## config.mk

```make
export PLATFORM = sky130hd
export DESIGN_NAME = prefetch_queue_unit
export DESIGN_NICKNAME = d
export VERILOG_FILES = /design/src/rtl/prefetch_queue_unit.sv
export SDC_FILE = /design/constraint.sdc
export NUM_CORES = 1
export LEC_CHECK = 0
export ABC_AREA = 0
export BUFFER_PORTS_ARGS = -buffer_cell sky130_fd_sc_hd__buf_2
export CORE_AREA = 2 2 132 134
export CTS_BUF_LIST = sky130_fd_sc_hd__clkbuf_2 sky130_fd_sc_hd__clkbuf_4 sky130_fd_sc_hd__clkbuf_8
export CTS_CLUSTER_SIZE = 8
export DETAILED_ROUTE_END_ITERATION = 6
export DIE_AREA = 0 0 134 136
export GPL_ROUTABILITY_DRIVEN = 0
export PLACE_DENSITY = 0.62
export SYNTH_ARGS = -nofsm -noshare
export SYNTH_HDL_FRONTEND = slang
export SYNTH_SLANG_ARGS = --single-unit
```

## constraint.sdc

```tcl
create_clock -name clk -period 5.6 [get_ports clk]
set_input_delay 0 -clock clk [delete_from_list [all_inputs] [get_ports clk]]
set_output_delay 0 -clock clk [all_outputs]
set_load 0.02 [all_outputs]
```

## src/rtl/prefetch_queue_unit.sv

```systemverilog
module prefetch_queue_unit #(
  parameter int DEPTH = 4,
  parameter int AW = 16,
  parameter logic [AW-1:0] RESET_PC = 'h0100
) (
  input  logic          clk,
  input  logic          rst_n,
  output logic          ins_valid,
  output logic [7:0]    ins_byte,
  output logic [AW-1:0] ins_pc,
  input  logic          ins_ready,
  input  logic          redir_valid,
  input  logic [AW-1:0] redir_addr,
  input  logic          irq_take,
  input  logic [AW-1:0] irq_vector,
  input  logic          dat_req,
  input  logic          dat_we,
  input  logic [AW-1:0] dat_addr,
  input  logic [7:0]    dat_wdata,
  output logic          dat_done,
  output logic [7:0]    dat_rdata,
  output logic          mem_req,
  output logic          mem_we,
  output logic [AW-1:0] mem_addr,
  output logic [7:0]    mem_wdata,
  input  logic [7:0]    mem_rdata,
  input  logic          mem_ready
);
  localparam int PW = (DEPTH > 1) ? $clog2(DEPTH) : 1;
  localparam int CW = $clog2(DEPTH + 1);
  localparam logic [PW-1:0] LAST = PW'(DEPTH - 1);

  logic [7:0]    slot [DEPTH];
  logic [PW-1:0] rd_ptr, wr_ptr;
  logic [CW-1:0] cnt, cnt_n;
  logic          busy, is_data, drop;
  logic [AW-1:0] fetch_pc, next_fa, target;
  logic          flush, done, push, pop, boundary, go_data, go_fetch;

  assign flush     = redir_valid | irq_take;
  assign target    = irq_take ? irq_vector : redir_addr;
  assign done      = busy & mem_ready;
  assign push      = done & ~is_data & ~drop & ~flush;
  assign ins_valid = (cnt != '0);
  assign pop       = ins_valid & ins_ready & ~flush;
  assign boundary  = ~busy | mem_ready;
  assign cnt_n     = flush ? '0 : cnt + CW'(push) - CW'(pop);
  assign go_data   = dat_req & ~(done & is_data);
  assign go_fetch  = cnt_n < CW'(DEPTH);
  assign next_fa   = flush ? target : fetch_pc;
  assign ins_byte  = slot[rd_ptr];
  assign mem_req   = busy;
  assign dat_done  = done & is_data;
  assign dat_rdata = mem_rdata;

  function automatic logic [PW-1:0] bump(input logic [PW-1:0] p);
    return (p == LAST) ? '0 : p + 1'b1;
  endfunction

  always_ff @(posedge clk) begin
    if (push) slot[wr_ptr] <= mem_rdata;
  end

  always_ff @(posedge clk or negedge rst_n) begin
    if (!rst_n) begin
      cnt       <= '0;
      rd_ptr    <= '0;
      wr_ptr    <= '0;
      ins_pc    <= RESET_PC;
      fetch_pc  <= RESET_PC;
      busy      <= 1'b0;
      is_data   <= 1'b0;
      drop      <= 1'b0;
      mem_we    <= 1'b0;
      mem_addr  <= '0;
      mem_wdata <= '0;
    end else begin
      cnt <= cnt_n;
      if (flush) begin
        rd_ptr <= '0;
        wr_ptr <= '0;
        ins_pc <= target;
      end else begin
        if (push) wr_ptr <= bump(wr_ptr);
        if (pop) begin
          rd_ptr <= bump(rd_ptr);
          ins_pc <= ins_pc + 1'b1;
        end
      end
      if (boundary) begin
        drop <= 1'b0;
        if (go_data) begin
          busy      <= 1'b1;
          is_data   <= 1'b1;
          mem_we    <= dat_we;
          mem_addr  <= dat_addr;
          mem_wdata <= dat_wdata;
          fetch_pc  <= next_fa;
        end else if (go_fetch) begin
          busy     <= 1'b1;
          is_data  <= 1'b0;
          mem_we   <= 1'b0;
          mem_addr <= next_fa;
          fetch_pc <= next_fa + 1'b1;
        end else begin
          busy     <= 1'b0;
          is_data  <= 1'b0;
          mem_we   <= 1'b0;
          fetch_pc <= next_fa;
        end
      end else if (flush) begin
        fetch_pc <= target;
        if (!is_data) drop <= 1'b1;
      end
    end
  end
endmodule


```

==> results.md, run 1 <==
- Wire per inst: 14.61 µm
- GRT overflow: 0
- Via count: 3902
- Clk_skew: 0.01490 ns
- Max cap viols: 0
- Final HPWL DP: 9065 µm
- Area Growth Syn to Fin: 31.61%
- Largest net degree at the start of global routing: 68
- Post-CTS sizing: 0
- Num ports: 132
- Max-Slew Margin vs Limit: 42.10%
- DRC Markers: 0
- Highest Clock Rate: 267.6 MHz
- Crit share post-route: 66.73%
- Mapped cell area: 4960 µm²
- Die Area: 18220 µm²
- Avg Cell Area, Syn: 10.76 µm²
- Post-route ant nets: 0
- CTS Root Buffer Type: clkbuf_8
- Vias in the first global route: 3872
- CTS Hold Bufs: 55
- Most frequent cells in the layout: buf_2, nand2_1, dfrtp_1, dlygate4sd3_1, nor2_1
- Hold depth: 4
- M1 WL: 5737 µm
- Worst Path Required: 5.90 ns
- Clock slew at reported path FFs: 0.11 ns
- Slew Limit Fails: 0
- CP startpoint kind: flip-flop
- Filler instances: 1669
- Wire length on met3: 545 µm
- VDD IR-drop max: 0.1022 mV
- Arrival @ worst endpoint: 4.04 ns
- FFs w/ async S/R, synth: 67.68%
- Core area: 16880 µm²
- DR pass1 iterations: 4
- Final net count: 714
- Routed WL: 12590 µm
- Clock period minus worst slack: 3.737 ns
- Layout cells sized above 1: 29.04%
- Met2 wire length: 5989 µm
- Total setup buffers inserted after CTS: 0
- Distinct cells, synth: 54
- Leak: 2.821 nW
- PD cells: 256.0 nW/µm²
- Most common cell after layout, fill and taps aside: buf_2
- Yosys top cell by area: dfrtp_1
- First-pass GRT wire length: 19920 µm
- Top_reg_cell synth: dfrtp_1
- CTS Buffer Depth: 2
- Setup-failing EPs final: 0
- Initial DRC Count: 243
- Die Wd: 134 µm
- Synth Instances: 461
- Hold Crit Class: primary input to flip-flop
- Setup TNS: 0 ns
- CP endpoint kind: flip-flop
- Worst-Margin Slew: 0.8686 ns
- Initial Utilization: 29.39%
- Clk sinks: 99
- Top cells by area, synth: dfrtp_1, edfxtp_1, nand2_1, mux4_2, a21oi_1
- Max layer used: met5
- Site row count: 48
- Worst Reg-to-Reg Cells: 14
- Setup CP Type: flip-flop to flip-flop
- Die height: 136 µm
- N_diodes: 0
- Crit path max fanout: 6
- Syn. warnings: 0
- Final Core Density: 38.68%
- RSZ-0062 raised after global routing: false
- CTS tree: built
- Outcome: complete, no violations
- Initial antenna violation count: 1
- Syn Nets: 543
- Clock Latency Late Sink: 0.38 ns
- Hold Fails Final Rpt: 0
- Number of synthesized flops with an enable pin: 32
- CTS H-tree lvls: 3
- Post-synth top area share: 32.80%
- Total power: 0.001671 W
- Buffers on Ports: 131
- Tot GR Track Use: 14.29%
- Synth Register Bits: 99
- Vias/cell: 4.527
- TritonCTS buffer count: 9
- Seq/Total Area, Yosys: 53.23%
==> sequential cells by signal, indices dropped and copies added, names as in the netlist <==
signal,cells
cnt,3
drop,1
fetch_pc,16
ins_pc,16
is_data,1
mem_addr,16
mem_req,1
mem_wdata,8
mem_we,1
rd_ptr,2
slot,32
wr_ptr,2
==> final cells by class <==
class,count,area (µm²),share of cell area (%)
flip-flops and latches,99,2640,40.44
multi-input cells,318,2106,32.26
repair buffers,191,1244,19.05
well taps,225,281.5,4.313
clock buffers,9,123.9,1.898
clock inverters,7,83.83,1.284
inverters,13,48.80,0.7476
==> through the flow <==
stage	cells	hold slack [ns]	setup slack (ns)	area, µm²
after floorplan	461	-0.2956	1.957	4960
after global routing	862	0.02449	1.570	6528
after detailed placement	791	0.2349	1.859	5769
after global placement	791	0.2328	1.914	5769
after CTS	862	0.003170	1.840	6528
final	862	0.01339	1.863	6528
==> power by group <==
group | leakage (nW) | internal (W) | switching, W | total, W
clock | 0.103 | 0.000215 | 0.000283 | 0.000499
combinational | 1.62 | 0.000143 | 0.000194 | 0.000337
sequential | 1.09 | 0.000802 | 0.0000336 | 0.000836
total | 2.82 | 0.00116 | 0.000511 | 0.00167
==> synthesized netlist by cell type (2+ instances only) <==
library cell / number
nand2_1: 66
dfrtp_1: 65
nor2_1: 44
a21oi_1: 34
edfxtp_1: 32
o21ai_0: 23
mux2i_1: 16
clkbuf_1: 15
xnor2_1: 15
a31oi_1: 14
inv_1: 13
and3_1: 10
buf_4: 10
mux2_2: 10
ha_1: 9
nand3_1: 9
xor2_1: 9
mux4_2: 8
o21a_1: 6
o21ai_1: 5
nand2b_1: 4
buf_2: 3
nand4_1: 3
and2_1: 2
buf_1: 2
dfstp_2: 2
nand3b_1: 2
nor2b_1: 2
nor3_1: 2
nor3b_1: 2
==> routing by layer <==
layer	GRT usage, %	vias to the layer above
li1	-	1946
met1	18.39	1830
met2	23.42	100
met3	3.057	24
met4	5.969	2
met5	0	-
==> worst max-delay path: stages (launching register included) <==
cell and delay (ns):
dfrtp_1 0.43, or3_2 0.49, nand2_1 0.17, nor2_1 0.06, ha_1 0.30, inv_1 0.06
ha_1 0.13, inv_1 0.05, fa_1 0.38, xor3_1 0.42, a221oi_4 0.42, nand3_2 0.17
nor3_4 0.22, nor3b_2 0.23, xnor2_1 0.13
==> cells by family (layout without fill, tap and decap cells) <==
group | Yosys count | count (layout) | share of synthesized area [%]
buffers and inverters | 44 | 220 | 4.389
muxes | 34 | 34 | 9.132
and+or+nand+nor | 160 | 160 | 15.36
xor gates and xnor gates | 25 | 25 | 4.718
adders and majority gates | 10 | 10 | 2.674
DFF | 99 | 99 | 53.23
AOI/OAI and AO/OA | 89 | 89 | 10.49
==> path summary, 6_finish.rpt <==
path                                    start                endpoint  slack, ns
setup / recovery             cnt[1]$_DFF_PN0_  fetch_pc[15]$_DFF_PN0_       1.86
hold / removal                  irq_vector[8]   fetch_pc[8]$_DFF_PN1_       0.01
setup reg to reg             cnt[1]$_DFF_PN0_  fetch_pc[15]$_DFF_PN0_       1.86
hold reg to reg            mem_we$_DFFE_PN0N_      mem_we$_DFFE_PN0N_       0.51
max in group asynchronous               rst_n  ins_pc[10]$_DFFE_PN0P_       4.69
min in group asynchronous               rst_n  ins_pc[11]$_DFFE_PN0P_       0.35
No activity file was read; power rests on OpenSTA's default activity.
==> run 2: changes to the inputs <==
--- a/config.mk
+++ b/config.mk
@@ -13,7 +13,7 @@
 export DETAILED_ROUTE_END_ITERATION = 6
 export DIE_AREA = 0 0 134 136
 export GPL_ROUTABILITY_DRIVEN = 0
-export PLACE_DENSITY = 0.62
+export PLACE_DENSITY = 0.64
 export SYNTH_ARGS = -nofsm -noshare
 export SYNTH_HDL_FRONTEND = slang
 export SYNTH_SLANG_ARGS = --single-unit
==> constraint.sdc (replaced) <==
create_clock -name clk -period 3.43 [get_ports clk]
set_input_delay 0 -clock clk [delete_from_list [all_inputs] [get_ports clk]]
set_output_delay 0 -clock clk [all_outputs]
set_load 0.02 [all_outputs]
==> run 2 against run 1 <==
Compared with the run above: clock skew decreased by 0.0056 ns; first-iteration DRC count decreased by 7.0%; sequential power increased by 63%; clock-buffer cell count unchanged; register-to-register slack got worse by 1.7 ns; routed wire length increased by 3.6%; clock power increased by 44%; maximum frequency increased by 13%; largest power group unchanged; combinational power increased by 71%.
==> results.md, run 2 (synthesis results as in run 1) <==
- Outcome: complete, no violations
- Total setup buffers inserted after CTS: 0
- TritonCTS buffer count: 9
- Largest net degree at the start of global routing: 49
- CTS Buffer Depth: 2
- Filler instances: 1608
- Initial DRC Count: 226
- Worst Path Required: 3.70 ns
- Total power: 0.002661 W
- Num ports: 132
- Most frequent cells in the layout: buf_2, nand2_1, dfrtp_1, dlygate4sd3_1, nor2_1
- GRT overflow: 0
- Core area: 16880 µm²
- Routed WL: 13050 µm
- CTS tree: built
- Crit share post-route: 96.35%
- Crit path max fanout: 4
- DP Area: 5862 µm²
- Arrival @ worst endpoint: 3.57 ns
- Worst-Margin Slew: 0.7264 ns
- PD cells: 398.2 nW/µm²
- CP delay by family, top: simple AND/OR/NAND/NOR gates
- Initial Utilization: 29.39%
- Crit path cell chain: or3_4 -> nand2_2 -> nor2_1 -> ha_1 -> inv_1 -> ha_2 -> inv_2 -> fa_2 -> xor3_2 -> a221oi_4 -> nand3_2 -> nor3_4 -> nand3_1 -> xor2_1
- CTS Root Buffer Type: clkbuf_8
- Tot GR Track Use: 14.89%
- Worst path slowest cell: dfrtp_1
- Hold Crit Class: primary input to flip-flop
- Die Wd: 134 µm
- Setup CP Type: flip-flop to flip-flop
- Clk_skew: 0.009281 ns
- Final net count: 729
- Die Area: 18220 µm²
- Layout cells sized above 1: 30.83%
- Wire per inst: 14.88 µm
- Clk sinks: 99
- Max-Slew Margin vs Limit: 51.57%
- N_diodes: 0
- Setup-failing EPs final: 0
- DR pass1 iterations: 4
- Multi-input gate area in the final layout: 2146 µm²
- CTS H-tree lvls: 3
- First-pass GRT wire length: 20890 µm
- Final Core Density: 39.61%
- Initial antenna violation count: 1
- Largest reg by FF count: slot
- Final instance area: 6684 µm²
- RSZ-0062 raised after global routing: true
- CP endpoint kind: flip-flop
- Via count: 4038
- DRC Markers: 0
- Post-route ant nets: 0
- Die height: 136 µm
- CP peak stage delay: 0.42 ns
- Slew Limit Fails: 0
- Area Growth Syn to Fin: 34.76%
- Final cell count without fillers: 877
- Highest Clock Rate: 302.6 MHz
- Register area: 2640 µm²
- Hold Fails Final Rpt: 0
- Max FFs per register: 32
- Setup TNS: 0 ns
- CP startpoint kind: flip-flop
- Clock Latency Late Sink: 0.39 ns
- Buf/Inv on CP: 2
- Vias/cell: 4.604
- Final HPWL DP: 9471 µm
- Clock period minus worst slack: 3.305 ns
- Placed cell count: 800
- Clock slew at reported path FFs: 0.10 ns
- Buffers on Ports: 131
- Leak: 2.905 nW
- VDD IR-drop max: 0.2320 mV
- Site row count: 48
- Max cap viols: 0
- Vias in the first global route: 4072
- Most common cell after layout, fill and taps aside: buf_2
==> run 2: cell types whose count changed in the layout (fill, tap and decap cells not counted), sizes merged <==
cell | before | now
buf | 136 | 145
bufinv | 1 | 0
clkinv | 2 | 1
clkinvlp | 1 | 3
dlygate4sd3 | 55 | 61
==> run 2: cell type report <==
| type | instances | share of cell area, % |
|---|---|---|
| Sequential cell | 99 | 39.50 |
| Timing Repair Buffer | 206 | 20.70 |
| Clock inverter | 7 | 0.8985 |
| Tap cell | 225 | 4.212 |
| Inverter | 13 | 0.7301 |
| Multi-Input combinational cell | 318 | 32.10 |
| Clock buffer | 9 | 1.853 |
==> run 2: routing by layer <==
layer / vias up / track usage [%] / routed length, µm / share of wire (%)
li1: 1975 / - / - / -
met1: 1925 / 18.21 / 5661 / 43
met2: 117 / 25.53 / 6501 / 50
met3: 19 / 4.027 / 634 / 4.9
met4: 2 / 4.905 / 242 / 1.9
met5: - / 0 / 11 / 0.084
==> run 2: metrics by stage <==
stage                     hold WS, ns  setup slack, ns
final                         0.02649           0.1253
after global routing          0.02609          -0.1028
after CTS                    0.001920         0.004265
after detailed placement       0.1091        -0.006864
after global placement         0.1152          0.08821
after floorplan               -0.2956         0.004233
==> run 2: power breakdown <==
group	switching, W	internal, W
sequential	0.0000552	0.00131
combinational	0.000328	0.000249
clock	0.000445	0.000275
total	0.000828	0.00183
==> run 2: path summary, 6_finish.rpt <==
check / start / endpoint / slack (ns) / cells past startpoint
max in group asynchronous: rst_n / fetch_pc[8]$_DFF_PN1_ / 2.45 / 3
worst max register to register: cnt[0]$_DFF_PN0_ / fetch_pc[13]$_DFF_PN0_ / 0.13 / 14
worst max-delay path: cnt[0]$_DFF_PN0_ / fetch_pc[13]$_DFF_PN0_ / 0.13 / 14
min in group asynchronous: rst_n / ins_pc[11]$_DFFE_PN0P_ / 0.19 / 2
worst min register to register: mem_we$_DFFE_PN0N_ / mem_we$_DFFE_PN0N_ / 0.51 / 2
worst min-delay path: redir_addr[10] / ins_pc[10]$_DFFE_PN0P_ / 0.03 / 4
==> run 2: what timing repair did <==
| action | 4_1_cts | 5_1_grt |
|---|---|---|
| pin swaps | 0 | 8 |
| setup endpoints to repair | 4 | 12 |
| hold buffers | 61 | 0 |
| hold endpoints to repair | 102 | 0 |
| gates resized for setup | 1 | 6 |
==> run 2: worst min-delay path, cell delays in order <==
cell and delay [ns]:
buf_2 0.11, nand2_1 0.05, o21a_1 0.15, a21oi_1 0.07
==> run 3: changes to the inputs <==
--- a/config.mk
+++ b/config.mk
@@ -13,7 +13,7 @@
 export DETAILED_ROUTE_END_ITERATION = 6
 export DIE_AREA = 0 0 134 136
 export GPL_ROUTABILITY_DRIVEN = 0
-export PLACE_DENSITY = 0.64
+export GPL_TIMING_DRIVEN = 0
 export SYNTH_ARGS = -nofsm -noshare
 export SYNTH_HDL_FRONTEND = slang
 export SYNTH_SLANG_ARGS = --single-unit
==> run 3 against run 2 <==
Compared with the run above: combinational power up 3%; flip-flop and latch count is the same; final cell count increased by 2.7%; power increased by 9.2%; clock-buffer cell count stayed put; utilization rose by 1.3 points; clock power increased by 32%; clock skew rose by 0.0023 ns; non-clock buffer count rose by 24; sequential power about the same; first-iteration DRC count shrank 4.4%; register-to-register slack got worse by 0.07 ns; critical path type unchanged.
==> results.md, run 3 (synthesis results as in run 1) <==
- Outcome: complete, no violations
- Worst path slowest cell: xor3_2
- Leak: 3.023 nW
- Total power: 0.002905 W
- PD cells: 420.7 nW/µm²
- CTS Buffer Depth: 2
- Clk sinks: 99
- DRC Markers: 0
- Clock Latency Late Sink: 0.38 ns
- Arrival @ worst endpoint: 3.70 ns
- Setup CP Type: flip-flop to flip-flop
- Vias/cell: 4.678
- Initial DRC Count: 216
- Largest net degree at the start of global routing: 68
- CP delay by family, top: simple AND/OR/NAND/NOR gates
- Most common cell after layout, fill and taps aside: buf_2
- Die Wd: 134 µm
- Clock period minus worst slack: 3.379 ns
- Hold Crit Class: primary input to flip-flop
- Initial antenna violation count: 1
- Tot GR Track Use: 15.36%
- Final net count: 753
- Layout cells sized above 1: 32.69%
- Clock slew at reported path FFs: 0.11 ns
- Crit path cell chain: nor4bb_1 -> buf_4 -> and2_4 -> inv_2 -> ha_4 -> inv_2 -> ha_4 -> inv_2 -> fa_2 -> xor3_2 -> a221oi_4 -> nand3_2 -> nor3_4 -> nor3b_4 -> xnor2_1
- Hold Fails Final Rpt: 0
- Setup TNS: 0 ns
- Die Area: 18220 µm²
- CTS H-tree lvls: 3
- Most frequent cells in the layout: buf_2, nand2_1, dfrtp_1, dlygate4sd3_1, nor2_1
- Site row count: 48
- Slew Limit Fails: 0
- TritonCTS buffer count: 9
- Crit share post-route: 98.51%
- Wire per inst: 15.34 µm
- CP peak stage delay: 0.43 ns
- CP endpoint kind: flip-flop
- Worst Path Required: 3.75 ns
- Buf/Inv on CP: 4
- CTS Root Buffer Type: clkbuf_8
- Highest Clock Rate: 296.0 MHz
- Setup-failing EPs final: 0
- Max FFs per register: 32
- Post-route ant nets: 0
- Crit path max fanout: 4
- Routed WL: 13820 µm
- Core area: 16880 µm²
- Worst-Margin Slew: 0.8576 ns
- Num ports: 132
- RSZ-0062 raised after global routing: true
- Max-Slew Margin vs Limit: 42.83%
- VDD IR-drop max: 0.2066 mV
- Via count: 4215
- GRT overflow: 0
- CP startpoint kind: flip-flop
- Buffers on Ports: 130
- Clk_skew: 0.01160 ns
- Max cap viols: 0
- N_diodes: 0
- Most used cell along the critical path: inv_2
- Initial Utilization: 29.39%
- Final HPWL DP: 10160 µm
- CTS tree: built
- Die height: 136 µm
- Largest reg by FF count: slot
- DR pass1 iterations: 5
- First-pass GRT wire length: 21680 µm
- Vias in the first global route: 4242
- Area Growth Syn to Fin: 39.25%
[run 3: worst paths after layout]
check,startpoint,endpoint,slack [ns],cells after the start
min in group asynchronous,rst_n,ins_pc[11]$_DFFE_PN0P_,0.26,2
min reg2reg,mem_we$_DFFE_PN0N_,mem_we$_DFFE_PN0N_,0.50,2
min,redir_addr[15],ins_pc[15]$_DFFE_PN0P_,0.03,3
max in group asynchronous,rst_n,mem_wdata[5]$_DFFE_PN0P_,2.60,2
max,is_data$_DFFE_PN0N_,fetch_pc[15]$_DFF_PN0_,0.05,15
max reg2reg,is_data$_DFFE_PN0N_,fetch_pc[15]$_DFF_PN0_,0.05,15
[run 3: layout make-up]
type | count | area (µm²)
Fill cell | 1628 | 9970
Timing Repair Buffer | 199 | 1319
Buffer | 31 | 176.4
Clock buffer | 9 | 123.9
Inverter | 13 | 48.80
Tap cell | 225 | 281.5
Sequential cell | 99 | 2640
Multi-Input combinational cell | 318 | 2185
Clock inverter | 7 | 132.6
[run 3: worst reg2reg max path, stage by stage (launching register included)]
cell	delay (ns)
dfrtp_1	0.39
nor4bb_1	0.31
buf_4	0.18
and2_4	0.14
inv_2	0.04
ha_4	0.20
inv_2	0.06
ha_4	0.12
inv_2	0.04
fa_2	0.32
xor3_2	0.43
a221oi_4	0.33
nand3_2	0.16
nor3_4	0.22
nor3b_4	0.24
xnor2_1	0.13
[run 3: per-stage QoR]
step | cell area (µm²) | utilization [%] | std cells | setup slack, ns | hold slack (ns)
floorplan | 4974 | - | 461 | 0.004233 | -0.2956
global placement | 5906 | 34.99 | 816 | -0.5533 | 0.2288
detailed placement | 5908 | 35.01 | 816 | -0.6215 | 0.1706
CTS | 6808 | 40.34 | 896 | 0.01003 | 0.005962
global route | 6907 | 40.93 | 901 | -0.1069 | 0.02287
finish | 6907 | 40.93 | 901 | 0.05116 | 0.02786
[run 3: power by group]
| part | switching, W | internal [W] | leakage [nW] |
|---|---|---|---|
| registers | 0.0000564 | 0.00131 | 1.09 |
| logic | 0.000337 | 0.000256 | 1.80 |
| clock network | 0.000450 | 0.000497 | 0.127 |
| total | 0.000843 | 0.00206 | 3.02 |
[run 3: per-layer routing]
metal / vias to the layer above / global-route usage (%) / part of all wire, %
met5: - / 0 / 0.072
met2: 147 / 26.52 / 50
met3: 26 / 4.251 / 5.9
li1: 2019 / - / -
met1: 2021 / 18.29 / 42
met4: 2 / 5.733 / 2.4
[run 3: what timing repair did]
action | in CTS | in global routing
resized for setup | 6 | 17
hold endpoints to repair | 139 | 0
pin swaps | 4 | 11
hold buffers | 59 | 0
buffers inserted | 5 | 5
endpoints found under the setup margin | 29 | 28
